File: src/rtl/irq_entry_pkg.sv
package irq_entry_pkg;
  typedef enum logic [1:0] {
    ST_IDLE = 2'd0,
    ST_PUSH = 2'd1,
    ST_JUMP = 2'd2,
    ST_ACK  = 2'd3
  } entry_state_e;
endpackage

File: src/rtl/irq_edge_pend.sv
module irq_edge_pend (
  input  logic clk_i,
  input  logic rst_ni,
  input  logic irq_req_i,
  input  logic clr_i,
  output logic pend_o
);
  logic irq_q;
  logic pend_q;
  logic rise;

  assign rise = irq_req_i & ~irq_q;

  always_ff @(posedge clk_i or negedge rst_ni) begin
    if (!rst_ni) begin
      irq_q  <= 1'b0;
      pend_q <= 1'b0;
    end else begin
      irq_q  <= irq_req_i;
      // new edge in the clear cycle survives
      pend_q <= (pend_q & ~clr_i) | rise;
    end
  end

  assign pend_o = pend_q;
endmodule

File: src/rtl/irq_entry_fsm.sv
module irq_entry_fsm
  import irq_entry_pkg::*;
#(
  parameter int unsigned      PC_W     = 32,
  parameter logic [PC_W-1:0]  VEC_ADDR = PC_W'(32'h20)
) (
  input  logic            clk_i,
  input  logic            rst_ni,
  input  logic            pend_i,
  input  logic            imm_cont_i,
  input  logic            insn_bound_i,
  input  logic [PC_W-1:0] pc_i,
  input  logic            push_done_i,
  input  logic            jump_done_i,
  output logic            push_req_o,
  output logic [PC_W-1:0] push_data_o,
  output logic            jump_req_o,
  output logic [PC_W-1:0] jump_addr_o,
  output logic            ack_o,
  output logic            busy_o
);
  entry_state_e state_q, state_d;
  logic [PC_W-1:0] ret_pc_q;
  logic take;

  assign take = (state_q == ST_IDLE) & pend_i & insn_bound_i & ~imm_cont_i;

  always_comb begin
    state_d = state_q;
    unique case (state_q)
      ST_IDLE: if (take)        state_d = ST_PUSH;
      ST_PUSH: if (push_done_i) state_d = ST_JUMP;
      ST_JUMP: if (jump_done_i) state_d = ST_ACK;
      ST_ACK:                   state_d = ST_IDLE;
      default:                  state_d = ST_IDLE;
    endcase
  end

  always_ff @(posedge clk_i or negedge rst_ni) begin
    if (!rst_ni) begin
      state_q  <= ST_IDLE;
      ret_pc_q <= '0;
    end else begin
      state_q <= state_d;
      if (take) ret_pc_q <= pc_i;
    end
  end

  assign push_req_o  = (state_q == ST_PUSH);
  assign push_data_o = push_req_o ? ret_pc_q : '0;
  assign jump_req_o  = (state_q == ST_JUMP);
  assign jump_addr_o = jump_req_o ? VEC_ADDR : '0;
  assign ack_o       = (state_q == ST_ACK);
  assign busy_o      = (state_q != ST_IDLE);
endmodule

File: src/rtl/irq_entry_seq.sv
module irq_entry_seq #(
  parameter int unsigned      PC_W     = 32,
  parameter logic [PC_W-1:0]  VEC_ADDR = PC_W'(32'h20)
) (
  input  logic            clk_i,
  input  logic            rst_ni,
  input  logic            irq_req_i,
  input  logic            imm_cont_i,
  input  logic            insn_bound_i,
  input  logic [PC_W-1:0] pc_i,
  output logic            push_req_o,
  output logic [PC_W-1:0] push_data_o,
  input  logic            push_done_i,
  output logic            jump_req_o,
  output logic [PC_W-1:0] jump_addr_o,
  input  logic            jump_done_i,
  output logic            irq_ack_o,
  output logic            irq_busy_o
);
  logic pend;
  logic ack;

  irq_edge_pend u_pend (
    .clk_i     (clk_i),
    .rst_ni    (rst_ni),
    .irq_req_i (irq_req_i),
    .clr_i     (ack),
    .pend_o    (pend)
  );

  irq_entry_fsm #(
    .PC_W     (PC_W),
    .VEC_ADDR (VEC_ADDR)
  ) u_fsm (
    .clk_i        (clk_i),
    .rst_ni       (rst_ni),
    .pend_i       (pend),
    .imm_cont_i   (imm_cont_i),
    .insn_bound_i (insn_bound_i),
    .pc_i         (pc_i),
    .push_done_i  (push_done_i),
    .jump_done_i  (jump_done_i),
    .push_req_o   (push_req_o),
    .push_data_o  (push_data_o),
    .jump_req_o   (jump_req_o),
    .jump_addr_o  (jump_addr_o),
    .ack_o        (ack),
    .busy_o       (irq_busy_o)
  );

  assign irq_ack_o = ack;
endmodule

File: config.mk
export PLATFORM = sky130hd
export DESIGN_NAME = irq_entry_seq
export DESIGN_NICKNAME = d
export VERILOG_FILES = /design/src/rtl/irq_entry_pkg.sv /design/src/rtl/irq_edge_pend.sv /design/src/rtl/irq_entry_fsm.sv /design/src/rtl/irq_entry_seq.sv
export SDC_FILE = /design/constraint.sdc
export NUM_CORES = 1
export LEC_CHECK = 0
export BUFFER_PORTS_ARGS = -buffer_cell sky130_fd_sc_hd__clkbuf_2
export CORE_MARGIN = 1.5
export CORE_UTILIZATION = 47
export DETAILED_ROUTE_END_ITERATION = 6
export HOLD_SLACK_MARGIN = 0.08
export MAX_ROUTING_LAYER = met4
export PLACE_DENSITY = 0.85
export SLEW_MARGIN = 20
export SYNTH_ARGS = -nofsm -noshare
export SYNTH_HDL_FRONTEND = slang
export SYNTH_SLANG_ARGS = --single-unit
File: constraint.sdc
create_clock -name clk_i -period 2.88 [get_ports clk_i]
set_input_delay 0 -clock clk_i [delete_from_list [all_inputs] [get_ports clk_i]]
set_output_delay 0 -clock clk_i [all_outputs]
set_load 0.005 [all_outputs]
[After elaboration in Yosys (flattened, before gate mapping)]
Cells that the tools add are included.
Storage, ports and cells
  word-level logic and storage cells: 28
  register bits after elaboration: 36
Operators by class
  reductions and logical operators: 3
  bitwise logic cells: 9
  muxes and demuxes: 6
  equality and inequality tests: 6
Operators with widths (number)
  $mux 32: 1
  $pmux 2 s4: 1
  $mux 2: 3
  $mux 6: 1
  $and 1x1->1: 5
  $eq 2x2->1 const B: 2
  $ne 2x2->1 const B: 2
  $not 1->1: 3
  $reduce_and 3->1: 1
  $eq 2x1->1 const B: 1
  $logic_not 2->1: 1
  $ne 2x1->1 const B: 1
  $reduce_bool 2->1: 1
  $or 1x1->1: 1

[Depth between registers and ports, before layout]
Gate-level depths: netlist (run 1).
  word-level depth: 6
  depth in mapped cells: 5
  depth with buffers taken out: 5

[Hierarchy]
A second synthesis (run 1) with hierarchy kept.
Unflattened totals
  cell total of the unflattened synthesis: 155
  area, all modules: 1874.3 um^2
Modules (own cells, without submodules)
  irq_entry_fsm: area an instance 1804.2 um^2, cells an instance 150, instances 1, sequential area each 850.8 um^2
  irq_edge_pend: area an instance 70.1 um^2, cells an instance 5, instances 1, sequential area each 50.0 um^2

[Worst setup path after synthesis (run 1)]
Ideal clock, no wire load.
  path type: register to register
  start point: register u_fsm.state_q[0]
  end point: register u_fsm.state_q[1]
  buffers on the path: 0
  setup time: 0.128 ns
  cell stages (with the launch flop): 6
  path slack: 1.272 ns
  period minus slack after synthesis: 1.608 ns
  arrival time: 1.480 ns
  cells stage by stage: dfrtp_1 inv_1 ha_1 nand4b_2 a221oi_2 mux2_1
Between the ends
  longest elaborated chain between the ends: 6
RTL lines
  start, declared: line irq_entry_fsm.sv:22  | entry_state_e state_q, state_d;
  start signal, assigned: line irq_entry_fsm.sv:44  | state_q <= state_d;
  $logic_not 2->1: line irq_entry_fsm.sv:26, irq_entry_fsm.sv:30
  $and 1x1->1 (3 in a row): line irq_entry_fsm.sv:26  | assign take = (state_q == ST_IDLE) & pend_i & insn_bound_i & ~imm_cont_i;
  $ne 2x1->1 (no source line)
  $reduce_and 3->1 (no source line)
Parallel ways exist; a longest one is shown, timed or not.
A chain may end at the register's enable or synchronous reset.

[Final worst setup path (run 1)]
Same ends and word-level chain as after synthesis.

==> results of run 1 <==
## area by class of cell
class                           instances  area [sq um]  area share
Sequential cell                        36           901       0.347
Multi-Input combinational cell        105           791       0.305
Timing Repair Buffer                  111           731       0.282
Clock buffer                            8          90.1      0.0347
Tap cell                               48          60.1      0.0231
Inverter                                6          22.5     0.00868
## cells by family (layout without fill, tap and decap cells)
kind of cell	after synthesis	in the layout	share of synthesized area
buffers and inverters	44	125	0.155
AND/OR/NAND/NOR	34	34	0.119
flip-flops	36	36	0.482
other	1	31	0.00201
AO/OA/AOI/OAI	3	3	0.0167
adder cells (fa/ha/maj)	4	4	0.0268
multiplexers	33	33	0.199
## worst max-delay path, delay by kind of cell (launching register included)
kind / cells / cell delay (ns)
compound gates: 1 / 0.40
fa+ha+maj: 1 / 0.25
buf+inv: 1 / 0.09
flops: 1 / 0.42
mux: 1 / 0.35
simple gates: 1 / 0.37
## metal layers
layer,up-vias,global-route usage,wire length [um]
li1,653,-,-
met1,664,0.242,1620
met2,69,0.337,2100
met3,7,0.0494,270
met4,0,0.0689,55
met5,-,-,0
## final timing paths
| path | start | end | slack, ns |
|---|---|---|---|
| worst max-delay path | u_fsm.state_q[0] | u_fsm.state_q[1] | 0.88 |
| worst min-delay path | jump_done_i | u_fsm.state_q[0] | 0.15 |
| worst max register to register | u_fsm.state_q[0] | u_fsm.state_q[1] | 0.88 |
| worst min register to register | u_pend.irq_q | u_pend.pend_o | 0.41 |
| max in group asynchronous | rst_ni | u_fsm.state_q[0] | 1.98 |
| min in group asynchronous | rst_ni | u_fsm.ret_pc_q[9] | 0.36 |
## per-stage QoR
stage / setup WS (ns) / util / hold WS [ns]
after floorplan: 1.27 / - / -0.296
after global placement: 0.934 / 0.578 / 0.126
after detailed placement: 0.843 / 0.578 / 0.127
after CTS: 0.836 / 0.693 / 0.153
after global routing: 0.713 / 0.693 / 0.157
final: 0.884 / 0.693 / 0.146
## registers in the layout (all words and copies together) (netlist names)
name and flops:
u_fsm.ret_pc_q 32, u_fsm.state_q 2, u_pend.irq_q 1, u_pend.pend_o 1
## power groups by stage
stage          logic [mW]  clock network (mW)  registers (mW)
6_report            0.827               0.374           0.876
5_1_grt             0.916               0.405           0.908
4_1_cts             0.830               0.384           0.868
3_5_place_dp        0.793                   0           0.877
3_3_place_gp        0.770                   0           0.862
2_1_floorplan       0.565                   0           0.836
## cell usage in the layout (no fill, tap or decap), types with 2 or more instances in the layout
cell                             n
sky130_fd_sc_hd__and2_1         32
sky130_fd_sc_hd__buf_4           2
sky130_fd_sc_hd__clkbuf_1        2
sky130_fd_sc_hd__clkbuf_2       75
sky130_fd_sc_hd__clkbuf_8        6
sky130_fd_sc_hd__conb_1         31
sky130_fd_sc_hd__dfrtp_1        36
sky130_fd_sc_hd__dlygate4sd3_1  34
sky130_fd_sc_hd__ha_1            4
sky130_fd_sc_hd__inv_1           6
sky130_fd_sc_hd__mux2_2         32
==> summary.txt, run 1 <==
Yosys
  • Top cells by area, synth: sky130_fd_sc_hd__dfrtp_1, sky130_fd_sc_hd__mux2_2, sky130_fd_sc_hd__buf_4
  • Post-synthesis register bit count: 36
  • Share of the synthesized area in the top cell type: 0.482
  • Number of library cell types mapped by synthesis: 15
  • Synth top cells by count: sky130_fd_sc_hd__dfrtp_1, sky130_fd_sc_hd__and2_1, sky130_fd_sc_hd__buf_4, sky130_fd_sc_hd__mux2_2, sky130_fd_sc_hd__inv_1
  • Library cell with the highest instance count after synthesis: sky130_fd_sc_hd__dfrtp_1
  • Synthesized cell area: 0.00187 sq mm
  • Post-synthesis async set-or-reset flop share: 1.00
  • Gate Count Post-Synth: 155
  • Number of synthesized flops with an enable pin: 0
  • Share of the yosys chip area belonging to registers: 0.482
  • Average cell area after synthesis: 12.1 sq um
  • Cell type with the highest aggregate area in the netlist: sky130_fd_sc_hd__dfrtp_1
  • Yosys warns: 0
  • Main synth FF type: sky130_fd_sc_hd__dfrtp_1

Power
  • Sw Ratio: 0.311
  • Total power consumption of the routed design: 2.08 mW
  • Maximum vdd ir drop: 520 uV
  • Clock Power Share: 0.180
  • Sequential share of power: 0.422
  • Leakage power: 1.38 nW
  • PwrDens: 800 mW/mm^2
  • Cell-internal power: 1.43 mW
  • P_sw: 0.646 mW
  • Combinational group share of total power: 0.398

Die
  • Rows: 22
  • Number of top-level pins: 107
  • Initial cell density of the core: 0.499
  • Die Ht: 66.0 um
  • DIE AREA: 0.00436 sq mm
  • Horizontal die dimension: 66.0 um
  • Area of the placeable core: 0.00374 sq mm

Route
  • Average wire per standard cell: 12.9 um
  • Number of design rule violations left after detail routing: 0
  • Antenna viol nets, final: 0
  • Total routed wirelength: 4050 um
  • Number of violations reported at the end of detailed-routing iteration 0: 41
  • Number of detailed-route iterations in the first pass: 3
  • Total vias in the final route: 1,393
  • Avg Vias per Cell: 4.44

STA
  • Max-Slew Margin vs Limit: 0.414
  • Final setup TNS: 0 ns
  • Part of the cycle the worst path needs: 0.693
  • Setup repair after global routing missed its margin: false
  • Number of hold-slack violations in the final timing report: 0
  • Maximum clock skew at final layout: 0.00522 ns
  • Count of pins over their slew limit: 0
  • Shortest period the worst path allows: 2.00 ns
  • Maximum frequency from static timing analysis: 501 MHz
  • Final count of negative-setup-slack endpoints: 0
  • Slew of the pin with the lowest slew margin: 0.880 ns

Global routing
  • Sum of overflow across all layers after global routing: 0
  • Wire length of the first global-routing pass: 6380 um
  • Antenna violations before repair: 0
  • Number of global-route vias before repair: 1,368
  • Maximum number of pins on one net before global-route repair: 37
  • Global-route usage over all layers: 0.202

Setup path
  • Critical Path AT: 2.17 ns
  • FF-to-FF path depth: 5
  • Critical path launch point type: flip-flop
  • Worst-path cell with the longest stage delay: sky130_fd_sc_hd__dfrtp_1
  • Top fanout value on the critical path: 12
  • Type of the setup path with the least slack: flip-flop to flip-flop
  • Largest incremental delay on the critical path: 0.42 ns
  • Sequence of cells on the critical path: inv_1 -> ha_1 -> nand4b_2 -> a221oi_2 -> mux2_1
  • Crit end category: flip-flop
  • Required arrival time at the worst endpoint: 3.05 ns

Status
  • Outcome: finished, final reports clean

Place
  • Weighted congestion reported at the end of routability-driven placement: 0.674
  • Total placed instance area: 0.00216 sq mm
  • DP Cell Count: 272
  • Total half-perimeter wirelength after legalization and detailed placement: 2360 um
  • Count of buffers from port buffering: 75

Run
  • Count of max-cap constraint violations: 0

Clock tree
  • Maximum buffer depth of the clock tree: 2
  • Number of sinks driven by the clock tree: 36
  • TritonCTS clock tree: yes
  • Inserted Clock Buffers: 5
  • Insertion delay of the later-clocked pin in the worst-skew pair: 0.29 ns
  • Root buffer cell: sky130_fd_sc_hd__clkbuf_8
  • Clock-pin slew on the worst setup and hold paths: 0.07 ns
  • Setup Fix Bufs, Post-CTS: 0
  • # H-tree levels: 2
  • Total of hold buffers inserted after clock tree synthesis: 34
  • Count of instances resized after the clock tree is built: 0

Layout
  • Final Non-Filler Cells: 314
  • Fraction of layout instances using a drive strength above 1: 0.440
  • NumNets Final: 308
  • Diode count: 0
  • Filler cell count in the final layout: 277
  • Growth of design area from synthesis to finish: 38.9%
  • Final standard cell area without fillers: 0.00259 sq mm

Hold path
  • Worst hold path depth: 4
  • Class of the tightest hold or removal check: primary input to flip-flop
Power figures use the tool's default switching activity.
==> run 2, diff against run 1 <==
--- a/config.mk
+++ b/config.mk
@@ -7,11 +7,11 @@
 export LEC_CHECK = 0
 export BUFFER_PORTS_ARGS = -buffer_cell sky130_fd_sc_hd__clkbuf_2
 export CORE_MARGIN = 1.5
-export CORE_UTILIZATION = 47
+export CORE_UTILIZATION = 39
 export DETAILED_ROUTE_END_ITERATION = 6
 export HOLD_SLACK_MARGIN = 0.08
 export MAX_ROUTING_LAYER = met4
-export PLACE_DENSITY = 0.85
+export PLACE_DENSITY = 0.75
 export SLEW_MARGIN = 20
 export SYNTH_ARGS = -nofsm -noshare
 export SYNTH_HDL_FRONTEND = slang
==> constraint.sdc (replaced) <==
create_clock -name clk_i -period 1.8 [get_ports clk_i]
set_input_delay 0 -clock clk_i [delete_from_list [all_inputs] [get_ports clk_i]]
set_output_delay 0 -clock clk_i [all_outputs]
set_load 0.005 [all_outputs]
==> run 2 against run 1 <==
  * Die area increased by 20%
  * Clock skew increased by 0.0020 ns
  * Core utilization decreased by 11 points
  * Via count decreased by 1.3%
  * Total power increased by 60%
  * Combinational power increased by 62%
  * Global-route usage decreased by 3.5 points
  * Sequential share of layout area decreased by 0.36 points
  * Setup slack got worse by 0.75 ns
  * Fmax increased by 20%
  * Largest cell class unchanged
==> summary.txt, run 2 (synthesis gave the netlist of run 1 again) <==
Status
  • Outcome: finished, final reports clean

Layout
  • NumNets Final: 309 (+0.32%)
  • Diode count: 0 (unchanged)
  • Commonest cells after routing, fill and taps aside: sky130_fd_sc_hd__clkbuf_2, sky130_fd_sc_hd__dfrtp_1, sky130_fd_sc_hd__dlygate4sd3_1
  • Final standard cell area without fillers: 0.00262 sq mm (+1.1%)
  • Growth of design area from synthesis to finish: 40.4%
  • Registers with the most flip-flops: u_fsm.ret_pc_q: 32 flops, u_fsm.state_q: 2 flops
  • Fraction of layout instances using a drive strength above 1: 0.446 (+0.00584)
  • Multi-input combinational cell area: 793 sq um (+0.32%)
  • Most common library cell in the layout ignoring fill and taps: sky130_fd_sc_hd__clkbuf_2
  • Number of flip-flops under the largest register name: 32 (unchanged)
  • Filler cell count in the final layout: 376 (+36%)
  • Area of all sequential standard cells: 901 sq um (unchanged)
  • Largest register by flop count: u_fsm.ret_pc_q

STA
  • Tightest hold margin: 0.124 ns (-0.0216 ns)
  • Number of hold-slack violations in the final timing report: 0 (unchanged)
  • Final setup TNS: 0 ns (unchanged)
  • Shortest period the worst path allows: 1.67 ns (-0.330 ns)
  • Final count of negative-setup-slack endpoints: 0 (unchanged)
  • Count of pins over their slew limit: 0 (unchanged)
  • Setup repair after global routing missed its margin: false
  • Part of the cycle the worst path needs: 0.926 (+0.233)
  • Maximum clock skew at final layout: 0.00726 ns (+0.00204 ns)
  • Maximum frequency from static timing analysis: 600 MHz (+20%)

Global routing
  • Sum of overflow across all layers after global routing: 0 (unchanged)
  • Antenna violations before repair: 0 (unchanged)
  • Wire length of the first global-routing pass: 6330 um (-0.75%)
  • Global-route usage over all layers: 0.167 (-0.0354)
  • Number of global-route vias before repair: 1,427 (+4.3%)
  • Maximum number of pins on one net before global-route repair: 37 (unchanged)

Power
  • Leakage power: 1.39 nW (+0.70%)
  • Total power consumption of the routed design: 3.33 mW (+60%)
  • PwrDens: 1270 mW/mm^2 (+59%)
  • Maximum vdd ir drop: 706 uV (+36%)

Setup path
  • Worst-path cell with the longest stage delay: sky130_fd_sc_hd__dfrtp_1
  • Largest incremental delay on the critical path: 0.41 ns (about the same)
  • Number of buffers and inverters on the critical path: 1 (unchanged)
  • Critical path launch point type: flip-flop
  • Top Family by Delay on Critical Path: flip-flops
  • Top fanout value on the critical path: 4 (-8)
  • Crit end category: flip-flop
  • Sequence of cells on the critical path: inv_1 -> ha_2 -> nand4b_2 -> a221oi_2 -> mux2_1
  • Required arrival time at the worst endpoint: 1.98 ns (-1.07 ns)
  • Critical Path AT: 1.85 ns (-0.32 ns)
  • Type of the setup path with the least slack: flip-flop to flip-flop
  • Flop2flop setup slack: 0.13 ns (-0.75 ns)

Clock tree
  • Inserted Clock Buffers: 5 (unchanged)
  • Number of sinks driven by the clock tree: 36 (unchanged)
  • Clock-pin slew on the worst setup and hold paths: 0.07 ns (about the same)
  • Insertion delay of the later-clocked pin in the worst-skew pair: 0.29 ns (about the same)
  • Root buffer cell: sky130_fd_sc_hd__clkbuf_8
  • TritonCTS clock tree: yes
  • Setup Fix Bufs, Post-CTS: 0 (unchanged)
  • # H-tree levels: 2 (unchanged)
  • Maximum buffer depth of the clock tree: 2 (unchanged)

Die
  • Rows: 24 (+9.1%)
  • Number of top-level pins: 107 (unchanged)
  • DIE AREA: 0.00521 sq mm (+20%)
  • Area of the placeable core: 0.00447 sq mm (+20%)
  • Horizontal die dimension: 72.2 um (+9.3%)
  • Initial cell density of the core: 0.418 (-0.0815)
  • Die Ht: 72.2 um (+9.3%)

Route
  • Antenna viol nets, final: 0 (unchanged)
  • Number of detailed-route iterations in the first pass: 4 (+1)
  • Avg Vias per Cell: 4.31 (-2.8%)
  • Total routed wirelength: 3890 um (-3.8%)
  • Number of design rule violations left after detail routing: 0 (unchanged)
  • Number of violations reported at the end of detailed-routing iteration 0: 42 (+2.4%)
  • Average wire per standard cell: 12.2 um (-5.3%)
  • Total vias in the final route: 1,375 (-1.3%)

Hold path
  • Class of the tightest hold or removal check: primary input to flip-flop

Place
  • Count of buffers from port buffering: 75 (unchanged)
  • Total half-perimeter wirelength after legalization and detailed placement: 2310 um (-2.2%)
  • Weighted congestion reported at the end of routability-driven placement: 0.732 (+8.6%)
  • Total placed instance area: 0.00219 sq mm (+1.2%)

Run
  • Count of max-cap constraint violations: 0 (unchanged)
## run 2: changes by cell type in the layout (fill, tap and decap cells not counted)
cell                     previous run  this run
sky130_fd_sc_hd__buf_12             0         1
sky130_fd_sc_hd__ha_1               4         3
sky130_fd_sc_hd__ha_2               0         1
## run 2: path summary, 6_finish.rpt
path,from,endpoint,depth (start not counted)
max in group asynchronous,rst_ni,u_fsm.ret_pc_q[22],3
worst max-delay path,u_fsm.state_q[0],u_fsm.state_q[1],5
worst max register to register,u_fsm.state_q[0],u_fsm.state_q[1],5
min in group asynchronous,rst_ni,u_fsm.ret_pc_q[11],3
worst min register to register,u_pend.irq_q,u_pend.pend_o,1
worst min-delay path,jump_done_i,u_fsm.state_q[0],4
## run 2: cell type report
type	instances	share of cell area
Clock buffer	8	0.0344
Inverter	6	0.00859
Tap cell	52	0.0248
Multi-Input combinational cell	105	0.302
Timing Repair Buffer	112	0.286
Sequential cell	36	0.344
## run 2: worst reg2reg max path, cell delays in order, from the launching register on
cell and delay [ns]:
sky130_fd_sc_hd__dfrtp_1 0.41, sky130_fd_sc_hd__inv_1 0.10, sky130_fd_sc_hd__ha_2 0.23, sky130_fd_sc_hd__nand4b_2 0.17
sky130_fd_sc_hd__a221oi_2 0.30, sky130_fd_sc_hd__mux2_1 0.35
## run 2: stage by stage
| stage | worst slack, ns | std cells | utilization |
|---|---|---|---|
| finish | 0.133 | 319 | 0.586 |
| global route | 0.0202 | 319 | 0.586 |
| global placement | 0.143 | 277 | 0.489 |
| floorplan | 0.192 | 185 | - |
| detailed placement | 0.0987 | 277 | 0.489 |
| CTS | 0.0885 | 319 | 0.586 |
## run 2: power breakdown
group / internal, mW / switching [mW]
combinational: 0.786 / 0.550
clock: 0.312 / 0.287
sequential: 1.21 / 0.185
total: 2.31 / 1.02
## run 2: metal layers
layer  GRT usage  wire length (um)  vias up
met1       0.181              1600      633
met4      0.0734                61        0
met2       0.285              1960       70
li1            -                 -      665
met3      0.0472               279        7
met5           -                 0        -
## run 2: what timing repair did
action,CTS,global route
setup endpoints to repair,0,1
resized for setup,0,1
hold buffers,34,0
hold endpoints to repair,70,0
==> run 3, diff against run 2 <==
--- a/config.mk
+++ b/config.mk
@@ -11,7 +11,7 @@
 export DETAILED_ROUTE_END_ITERATION = 6
 export HOLD_SLACK_MARGIN = 0.08
 export MAX_ROUTING_LAYER = met4
-export PLACE_DENSITY = 0.75
+export PLACE_DENSITY = 0.79
 export SLEW_MARGIN = 20
 export SYNTH_ARGS = -nofsm -noshare
 export SYNTH_HDL_FRONTEND = slang
==> run 3 against run 2 <==
  * Clock skew down 0.0031 ns
  * Core utilization down 0.056 points
  * Non-clock buffer count grew 1
  * Fmax is 0.80% lower
  * Die area did not move
  * First-iteration DRC count down 48%
  * Register-to-register slack is essentially flat
  * Hold slack better by 0.015 ns
  * Via count grew 1.2%
  * Critical path depth unchanged
  * Sequential share of layout area is essentially flat
==> summary.txt, run 3 (synthesis gave the netlist of run 1 again) <==
Layout
  • Growth of design area from synthesis to finish: 40.3% (about the same)
  • Fraction of layout instances using a drive strength above 1: 0.455 (+0.00953)
  • Final standard cell area without fillers: 0.00262 sq mm (about the same)
  • Diode count: 0 (unchanged)
  • Final Non-Filler Cells: 320 (+0.31%)
  • Commonest cells after routing, fill and taps aside: sky130_fd_sc_hd__clkbuf_2, sky130_fd_sc_hd__dfrtp_1, sky130_fd_sc_hd__dlygate4sd3_1
  • Most common library cell in the layout ignoring fill and taps: sky130_fd_sc_hd__clkbuf_2
  • Fin util: 0.586 (about the same)
  • Registers with the most flip-flops: u_fsm.ret_pc_q: 32 flops, u_fsm.state_q: 2 flops
  • Number of flip-flops under the largest register name: 32 (unchanged)
  • Largest register by flop count: u_fsm.ret_pc_q
  • NumNets Final: 310 (+0.32%)
  • Filler cell count in the final layout: 363 (-3.5%)

Clock tree
  • Maximum buffer depth of the clock tree: 2 (unchanged)
  • Root buffer cell: sky130_fd_sc_hd__clkbuf_8
  • # H-tree levels: 2 (unchanged)
  • TritonCTS clock tree: yes
  • Inserted Clock Buffers: 5 (unchanged)
  • Insertion delay of the later-clocked pin in the worst-skew pair: 0.28 ns (about the same)
  • Clock-pin slew on the worst setup and hold paths: 0.07 ns (about the same)
  • Number of sinks driven by the clock tree: 36 (unchanged)

Hold path
  • Class of the tightest hold or removal check: primary input to flip-flop

Setup path
  • Top Family by Delay on Critical Path: flip-flops
  • Number of buffers and inverters on the critical path: 1 (unchanged)
  • Critical Path AT: 1.84 ns (about the same)
  • Type of the setup path with the least slack: flip-flop to flip-flop
  • Worst-path cell with the longest stage delay: sky130_fd_sc_hd__dfrtp_1
  • Required arrival time at the worst endpoint: 1.96 ns (-0.02 ns)
  • Crit end category: flip-flop
  • Critical path launch point type: flip-flop
  • Sequence of cells on the critical path: inv_1 -> ha_2 -> nand4b_2 -> a221oi_2 -> mux2_1
  • Largest incremental delay on the critical path: 0.43 ns (+0.02 ns)
  • Top fanout value on the critical path: 4 (unchanged)

Global routing
  • Number of global-route vias before repair: 1,437 (+0.70%)
  • Maximum number of pins on one net before global-route repair: 37 (unchanged)
  • Antenna violations before repair: 0 (unchanged)
  • Sum of overflow across all layers after global routing: 0 (unchanged)
  • Global-route usage over all layers: 0.157 (-0.00980)
  • Wire length of the first global-routing pass: 6150 um (-3.0%)

STA
  • Maximum clock skew at final layout: 0.00412 ns (-0.00315 ns)
  • Final setup TNS: 0 ns (unchanged)
  • Count of pins over their slew limit: 0 (unchanged)
  • Setup repair after global routing missed its margin: false
  • Maximum frequency from static timing analysis: 595 MHz (-0.80%)
  • Number of hold-slack violations in the final timing report: 0 (unchanged)
  • Part of the cycle the worst path needs: 0.933 (+0.00750)
  • Slack of the critical path: 0.120 ns (-0.0135 ns)
  • Final count of negative-setup-slack endpoints: 0 (unchanged)
  • Shortest period the worst path allows: 1.68 ns (+0.0135 ns)

Place
  • Count of buffers from port buffering: 75 (unchanged)
  • Total placed instance area: 0.00218 sq mm (-0.23%)
  • Worst setup slack before clock tree synthesis: 0.105 ns (+0.00643 ns)
  • Total half-perimeter wirelength after legalization and detailed placement: 2410 um (+4.3%)
  • Weighted congestion reported at the end of routability-driven placement: 0.835 (+14%)
  • DP Cell Count: 278 (+0.36%)

Die
  • Rows: 24 (unchanged)
  • DIE AREA: 0.00521 sq mm (unchanged)
  • Initial cell density of the core: 0.418 (unchanged)
  • Area of the placeable core: 0.00447 sq mm (unchanged)
  • Horizontal die dimension: 72.2 um (unchanged)
  • Number of top-level pins: 107 (unchanged)
  • Die Ht: 72.2 um (unchanged)

Route
  • Average wire per standard cell: 12.2 um (about the same)
  • Avg Vias per Cell: 4.35 (+0.92%)
  • Number of violations reported at the end of detailed-routing iteration 0: 22 (-48%)
  • Antenna viol nets, final: 0 (unchanged)
  • Total routed wirelength: 3900 um (+0.26%)
  • Total vias in the final route: 1,392 (+1.2%)
  • Number of design rule violations left after detail routing: 0 (unchanged)
  • Number of detailed-route iterations in the first pass: 4 (unchanged)

Power
  • Leakage power: 1.39 nW (+0.24%)
  • Maximum vdd ir drop: 735 uV (+4.0%)
  • PwrDens: 1270 mW/mm^2 (-0.20%)

Run
  • Count of max-cap constraint violations: 0 (unchanged)

Status
  • Outcome: finished, final reports clean
-- run 3: cell count changes in the layout (fill, tap and decap cells not counted), sizes merged --
| cell | delta |
|---|---|
| clkbuf | -2 |
| buf | +1 |
| clkinv | +2 |
-- run 3: worst register-to-register path, cell delays in order (launching register included) --
cell                       delay [ns]
sky130_fd_sc_hd__dfrtp_1         0.43
sky130_fd_sc_hd__inv_1           0.11
sky130_fd_sc_hd__ha_2            0.23
sky130_fd_sc_hd__nand4b_2        0.15
sky130_fd_sc_hd__a221oi_2        0.29
sky130_fd_sc_hd__mux2_1          0.36
-- run 3: area by class of cell --
type                       count  area [sq um]  share of cell area
sequential                    36           901               0.344
multi-input combinational    105           793               0.303
timing repair buffer         113           746               0.285
clock buffer                   6          82.6              0.0315
tap                           52          65.1              0.0248
inverter                       6          22.5             0.00860
clock inverter                 2          10.0             0.00382
-- run 3: what timing repair did --
item / CTS / global route
buffers inserted: 0 / 0
hold buffers: 34 / 0
gates resized for setup: 0 / 1
setup endpoints to repair: 0 / 1
endpoints found under the hold margin: 70 / 0
-- run 3: final timing paths --
check	startpoint	end	slack, ns	depth (start not counted)
setup / recovery	u_fsm.state_q[0]	u_fsm.state_q[1]	0.12	5
hold / removal	jump_done_i	u_fsm.state_q[0]	0.14	4
setup reg to reg	u_fsm.state_q[0]	u_fsm.state_q[1]	0.12	5
hold reg to reg	u_pend.irq_q	u_pend.pend_o	0.42	1
max in group asynchronous	rst_ni	u_fsm.ret_pc_q[17]	1.17	3
min in group asynchronous	rst_ni	u_fsm.ret_pc_q[7]	0.30	3
-- run 3: power breakdown --
group	internal (mW)	switching [mW]	total, mW	leakage (nW)
Combinational	0.780	0.551	1.33	0.905
Clock	0.306	0.290	0.595	0.0510
Sequential	1.21	0.185	1.39	0.433
-- run 3: metrics by stage --
step / total power, mW / hold slack (ns)
5_1_grt: 3.57 / 0.160
4_1_cts: 3.34 / 0.134
3_3_place_gp: 2.62 / 0.0667
2_1_floorplan: 2.24 / -0.296
3_5_place_dp: 2.67 / 0.0808
6_report: 3.32 / 0.139
-- run 3: routing by layer --
layer | part of all wire | up-vias | track usage
li1 | - | 661 | -
met1 | 0.42 | 658 | 0.171
met2 | 0.51 | 71 | 0.286
met3 | 0.063 | 2 | 0.0444
met4 | 0.0049 | 0 | 0.0314
met5 | 0 | - | -
